--- config.mk ---
export PLATFORM = sky130hd
export DESIGN_NAME = ddr_burst_reader
export DESIGN_NICKNAME = d
export VERILOG_FILES = /design/src/rtl/burst_pkg.sv /design/src/rtl/bank_ram.sv /design/src/rtl/burst_seq.sv /design/src/rtl/ddr_burst_reader.sv
export SDC_FILE = /design/constraint.sdc
export NUM_CORES = 1
export LEC_CHECK = 0
export CAP_MARGIN = 20
export CORE_MARGIN = 5
export CORE_UTILIZATION = 47
export CTS_CLUSTER_SIZE = 12
export DETAILED_ROUTE_END_ITERATION = 7
export PLACE_DENSITY = 0.68
export SLEW_MARGIN = 20
export SYNTH_ARGS = -nofsm -noshare
export SYNTH_HDL_FRONTEND = slang
export SYNTH_SLANG_ARGS = --single-unit
export TNS_END_PERCENT = 30
--- constraint.sdc ---
create_clock -name clk -period 3.2 [get_ports clk]
set_input_delay 0.64 -clock clk [delete_from_list [all_inputs] [get_ports clk]]
set_output_delay 0.64 -clock clk [all_outputs]
set_load 0.005 [all_outputs]
--- src/rtl/burst_pkg.sv ---
package burst_pkg;
  typedef enum logic [1:0] {ST_IDLE, ST_ACT, ST_RUN} seq_state_t;

  typedef struct packed {
    logic lo_v;
    logic hi_v;
    logic last;
  } beat_flags_t;
endpackage

--- src/rtl/bank_ram.sv ---
module bank_ram #(
  parameter int DATA_W = 16,
  parameter int AW     = 5
) (
  input  logic              clk,
  input  logic              we,
  input  logic [AW-1:0]     waddr,
  input  logic [DATA_W-1:0] wdata,
  input  logic              re,
  input  logic [AW-1:0]     raddr,
  output logic [DATA_W-1:0] q
);
  localparam int DEPTH = 1 << AW;

  logic [DATA_W-1:0] mem [DEPTH];

  always_ff @(posedge clk) begin
    if (we) mem[waddr] <= wdata;
  end

  always_ff @(posedge clk) begin
    if (re) q <= mem[raddr];
  end
endmodule

--- src/rtl/burst_seq.sv ---
module burst_seq #(
  parameter int ADDR_W  = 6,
  parameter int LEN_W   = 5,
  parameter int ACT_CYC = 2
) (
  input  logic                    clk,
  input  logic                    rst,
  input  logic                    start,
  input  logic [ADDR_W-1:0]       start_addr,
  input  logic [LEN_W-1:0]        start_len,
  output logic                    busy,
  output logic                    rd_en,
  output logic [ADDR_W-2:0]       rd_pair,
  output burst_pkg::beat_flags_t  beat
);
  import burst_pkg::*;

  localparam int PW = ADDR_W - 1;
  localparam int CW = (ACT_CYC > 1) ? $clog2(ACT_CYC) : 1;

  seq_state_t       st;
  logic [CW-1:0]    cnt;
  logic [PW-1:0]    pair;
  logic [LEN_W-1:0] rem, rem_n;
  logic             odd_first;
  logic             lo_take, hi_take;

  // lane usage of the beat issued this cycle
  always_comb begin
    lo_take = !odd_first;
    hi_take = odd_first || (rem > LEN_W'(1));
    rem_n   = rem - {{(LEN_W-1){1'b0}}, lo_take} - {{(LEN_W-1){1'b0}}, hi_take};
  end

  always_ff @(posedge clk) begin
    if (rst) begin
      st        <= ST_IDLE;
      cnt       <= '0;
      pair      <= '0;
      rem       <= '0;
      odd_first <= 1'b0;
    end else begin
      case (st)
        ST_IDLE: if (start && (start_len != '0)) begin
          st        <= ST_ACT;
          cnt       <= CW'(ACT_CYC - 1);
          pair      <= start_addr[ADDR_W-1:1];
          rem       <= start_len;
          odd_first <= start_addr[0];
        end
        ST_ACT: begin
          if (cnt == '0) st <= ST_RUN;
          else           cnt <= cnt - 1'b1;
        end
        ST_RUN: begin
          pair      <= pair + 1'b1;
          rem       <= rem_n;
          odd_first <= 1'b0;
          if (rem_n == '0) st <= ST_IDLE;
        end
        default: st <= ST_IDLE;
      endcase
    end
  end

  assign busy      = (st != ST_IDLE);
  assign rd_en     = (st == ST_RUN);
  assign rd_pair   = pair;
  assign beat.lo_v = rd_en && lo_take;
  assign beat.hi_v = rd_en && hi_take;
  assign beat.last = rd_en && (rem_n == '0);

  // a running burst always has words left to issue
  assert_run_has_words_R4: assert property (@(posedge clk) disable iff (rst)
    (st == ST_RUN) |-> (rem != '0));

  // reads only begin after the activation phase
  assert_act_leads_run_R3: assert property (@(posedge clk) disable iff (rst)
    ((st == ST_RUN) && ($past(st) != ST_RUN)) |-> ($past(st) == ST_ACT));
endmodule

--- src/rtl/ddr_burst_reader.sv ---
module ddr_burst_reader #(
  parameter int DATA_W  = 16,
  parameter int ADDR_W  = 6,
  parameter int LEN_W   = 5,
  parameter int ACT_CYC = 2
) (
  input  logic              clk,
  input  logic              rst,
  input  logic              wr_en,
  input  logic [ADDR_W-1:0] wr_addr,
  input  logic [DATA_W-1:0] wr_data,
  input  logic              start,
  input  logic [ADDR_W-1:0] start_addr,
  input  logic [LEN_W-1:0]  start_len,
  output logic              busy,
  output logic              lo_valid,
  output logic [DATA_W-1:0] lo_data,
  output logic              hi_valid,
  output logic [DATA_W-1:0] hi_data,
  output logic              done
);
  import burst_pkg::*;

  localparam int BAW = ADDR_W - 1;

  logic              rd_en;
  logic [BAW-1:0]    rd_pair;
  beat_flags_t       beat;
  logic [DATA_W-1:0] bank_q [2];

  burst_seq #(
    .ADDR_W(ADDR_W), .LEN_W(LEN_W), .ACT_CYC(ACT_CYC)
  ) i_seq (
    .clk(clk), .rst(rst), .start(start), .start_addr(start_addr),
    .start_len(start_len), .busy(busy), .rd_en(rd_en),
    .rd_pair(rd_pair), .beat(beat)
  );

  for (genvar b = 0; b < 2; b++) begin : g_bank
    bank_ram #(.DATA_W(DATA_W), .AW(BAW)) i_bank (
      .clk(clk),
      .we(wr_en && (wr_addr[0] == 1'(b))),
      .waddr(wr_addr[ADDR_W-1:1]),
      .wdata(wr_data),
      .re(rd_en),
      .raddr(rd_pair),
      .q(bank_q[b])
    );
  end

  always_ff @(posedge clk) begin
    if (rst) begin
      lo_valid <= 1'b0;
      hi_valid <= 1'b0;
      done     <= 1'b0;
    end else begin
      lo_valid <= beat.lo_v;
      hi_valid <= beat.hi_v;
      done     <= beat.last;
    end
  end

  assign lo_data = bank_q[0];
  assign hi_data = bank_q[1];

  // the done pulse rides on a beat
  assert_done_with_beat_R7: assert property (@(posedge clk) disable iff (rst)
    done |-> (lo_valid || hi_valid));

  // an upper-only beat is always the first beat of its burst
  assert_hionly_first_R5: assert property (@(posedge clk) disable iff (rst)
    (hi_valid && !lo_valid) |-> !$past(lo_valid || hi_valid));

  // a lower-only beat is always the final beat
  assert_loonly_last_R6: assert property (@(posedge clk) disable iff (rst)
    (lo_valid && !hi_valid) |-> done);

  // every beat belongs to a burst that was already busy
  assert_beat_after_busy_R3: assert property (@(posedge clk) disable iff (rst)
    (lo_valid || hi_valid) |-> $past(busy));
endmodule

==> results.py <==
metrics = {
    "outcome": {
        "status": "completed",
    },
    "layout": {
        "nNetsFinal": 2189,
        "drive_above_1_share_pct": 23.8,
        "area_delta_synth_final_pct": 15.0,
        "seq_area_sq_mm": 0.0321,
        "final_cell_mix": "edfxtp_1 (1056), mux4_2 (192), buf_4 (142)",
        "final_common_cell": "edfxtp_1",
        "fill_cells": 6366,
        "multi_input_area_sq_mm": 0.00828,
    },
    "synth": {
        "synth-seq-cells": 1073,
        "synth_edf_count": 1056,
        "ys_warn_count": 0,
        "synthFlopType": "edfxtp_1",
        "synthDistinctLibCells": 48,
        "syn-mean-instance-area_sq_um": 21.3,
        "yosysSeqAreaShare_pct": 78.3,
        "async_flop_share_pct": 0,
        "synth_cells": 1920,
        "netlist_area_sq_mm": 0.0409,
        "synth_nets": 1960,
    },
    "worst_hold_path": {
        "worstHoldStart": "wr_data[12]",
        "hp-class": "in2reg",
    },
    "timing": {
        "tns_ps": 0,
        "fin_crit_ps": 2810,
        "setup_viol": 0,
        "skew_ps": 42.7,
        "hold_viol_final": 0,
        "worstMarginPinSlew_ps": 994,
        "post-route-period-util_pct": 87.9,
        "whs_ps": 465,
        "maxSlewViolCount": 0,
        "rsz0062_at_grt": "no",
        "slew_headroom_pct": 33.6,
        "max_freq_mhz": 355,
    },
    "grt": {
        "grt_max_degree": 75,
        "grt_antenna_before_repair": 9,
        "grt_pass1_vias": 20600,
        "grtUsageTotal_pct": 21.9,
        "globalRoute.totalOverflow": 0,
        "grt_pass1_wl_mm": 148,
    },
    "worst_setup_path": {
        "crit_path_end_kind": "output port",
        "critPathKind": "reg2out",
        "critPathLaunchType": "flip-flop",
        "required_ps": 2560,
        "reg2reg_from": "i_seq.rd_pair[0]$_SDFFE_PP0P_",
        "startpoint": "i_seq.st[0]$_SDFFE_PP0P_",
        "crit_chain": "inv_1, nand2_1, clkdlybuf4s50_1",
        "cp.arrival_ps": 2170,
        "cp_slowest_cell": "dfxtp_1",
        "crit_fanout": 13,
        "r2r_slack_ps": 470,
        "cp_slowest_stage_delay_ps": 570,
    },
    "die": {
        "die_w_um": 305,
        "initial_core_util_pct": 47.3,
        "die_area_sq_mm": 0.0931,
        "core_area_sq_mm": 0.0866,
        "num_rows": 108,
        "ios": 73,
        "die_y_um": 305,
    },
    "drt": {
        "dr_wl_met3_mm": 10.1,
        "ant_nets": 0,
        "avgViaCountPerCell": 6.19,
        "drc_errors": 0,
        "initialDrtViolationCount": 2882,
        "wl_mm": 103,
        "dr_wl_met2_mm": 48.4,
        "vias": 20800,
        "drt-wirelength-per-cell_um": 30.6,
        "met1_length_mm": 41.3,
        "highest_layer": "met5",
        "drt-pass1-iter-count": 5,
    },
    "clock_tree": {
        "cts_hold_buf": 0,
        "path_clk_slew_ps": 60,
        "cts_sinks": 1073,
        "postCtsSetupRepairBufs": 0,
        "clock-root-buffer": "clkbuf_16",
        "clk_path_buf_depth": 3,
        "cts_buffers": 106,
        "cts.htree.levels": 3,
        "cts_resized": 0,
        "clock_latency_ps": 680,
        "cts_tree": "done",
    },
    "job": {
        "drv_cap": 0,
    },
    "power_and_ir_drop": {
        "vdd_ir_drop_max_mv": 0.461,
        "power.leakage_nw": 14.5,
        "powerDensity_mw_per_mm2": 638,
    },
    "place": {
        "port_buffers": 72,
        "place_congestion": 0.906,
        "dp_hpwl_mm": 64.9,
    },
}
-- flip-flops by register name, summed over array words and instances, names as in the netlist --
name	flops
done	1
g_bank.i_bank.mem	1024
g_bank.i_bank.q	32
hi_valid	1
i_seq.cnt	1
i_seq.odd_first	1
i_seq.rd_pair	5
i_seq.rem	5
i_seq.st	2
lo_valid	1
-- kinds of logic (layout without fill, tap and decap cells) --
group,Yosys count,in the layout,synth area share (%)
buf+inv,123,409,1.54
compound gates,254,254,4.59
fa+ha+maj,3,3,0.0917
mux,326,326,13.8
simple gates,140,140,1.60
xor+xnor,1,1,0.0214
flops,1073,1073,78.3
other cells,0,5,0
-- worst max-delay path: cells and delay by family, from the launching register on --
kind / cells / cell delay (ps)
simple gates: 1 / 130
flops: 1 / 570
buf+inv: 2 / 800
-- through the flow --
step           instance area, sq um  util (%)  total power [W]  setup slack (ps)  instances
6_report                      47100      54.3           0.0300               387       3366
5_1_grt                       47100      54.3           0.0309               236       3361
4_1_cts                       47100      54.3           0.0302               358       3361
3_5_place_dp                  43900      50.7           0.0189               465       3196
3_3_place_gp                  43900      50.7           0.0188               467       3196
2_1_floorplan                 40900         -           0.0176               651       1920
-- area by class of cell --
class / count / share of cell area (%)
inverters: 9 / 0.0718
diodes: 5 / 0.0266
repair buffers: 235 / 4.52
well taps: 1155 / 3.07
multi-input cells: 724 / 17.6
clock buffers: 133 / 5.94
flip-flops and latches: 1073 / 68.1
clock inverters: 32 / 0.680
-- synthesized netlist by cell type (all sizes together) (8+ instances only) --
master / number / area, sq um
a22o: 12 / 105
a21oi: 67 / 335
buf: 62 / 403
nand2: 12 / 45.0
clkbuf: 52 / 195
o22ai: 11 / 68.8
edfxtp: 1056 / 31700
mux4: 192 / 4320
o221ai: 53 / 464
nand3: 11 / 55.1
a2111oi: 11 / 165
inv: 8 / 30.0
a22oi: 72 / 541
mux2i: 132 / 1320
nor2: 76 / 285
dfxtp: 17 / 340
-- final timing paths --
kind	cells past startpoint	end
worst max-delay path	3	busy
worst min register to register	1	lo_valid$_SDFF_PP0_
worst max register to register	6	g_bank[1].i_bank.q[9]$_DFFE_PP_
worst min-delay path	1	g_bank[1].i_bank.mem[22][12]$_DFFE_PP_
-- power breakdown --
group | internal [W] | switching [W] | leakage, nW | total, W
Combinational | 0.00114 | 0.00172 | 3.38 | 0.00286
Sequential | 0.0156 | 0.000116 | 9.65 | 0.0157
Clock | 0.00644 | 0.00500 | 1.51 | 0.0114
Total | 0.0232 | 0.00684 | 14.5 | 0.0300
-- layer usage --
metal | up-vias | track usage (%)
met1 | 11000 | 32.1
li1 | 8551 | -
met5 | - | 0
met3 | 151 | 4.15
met4 | 6 | 6.55
met2 | 1143 | 34.1
Note: power is estimated with default switching activity, not from simulation.
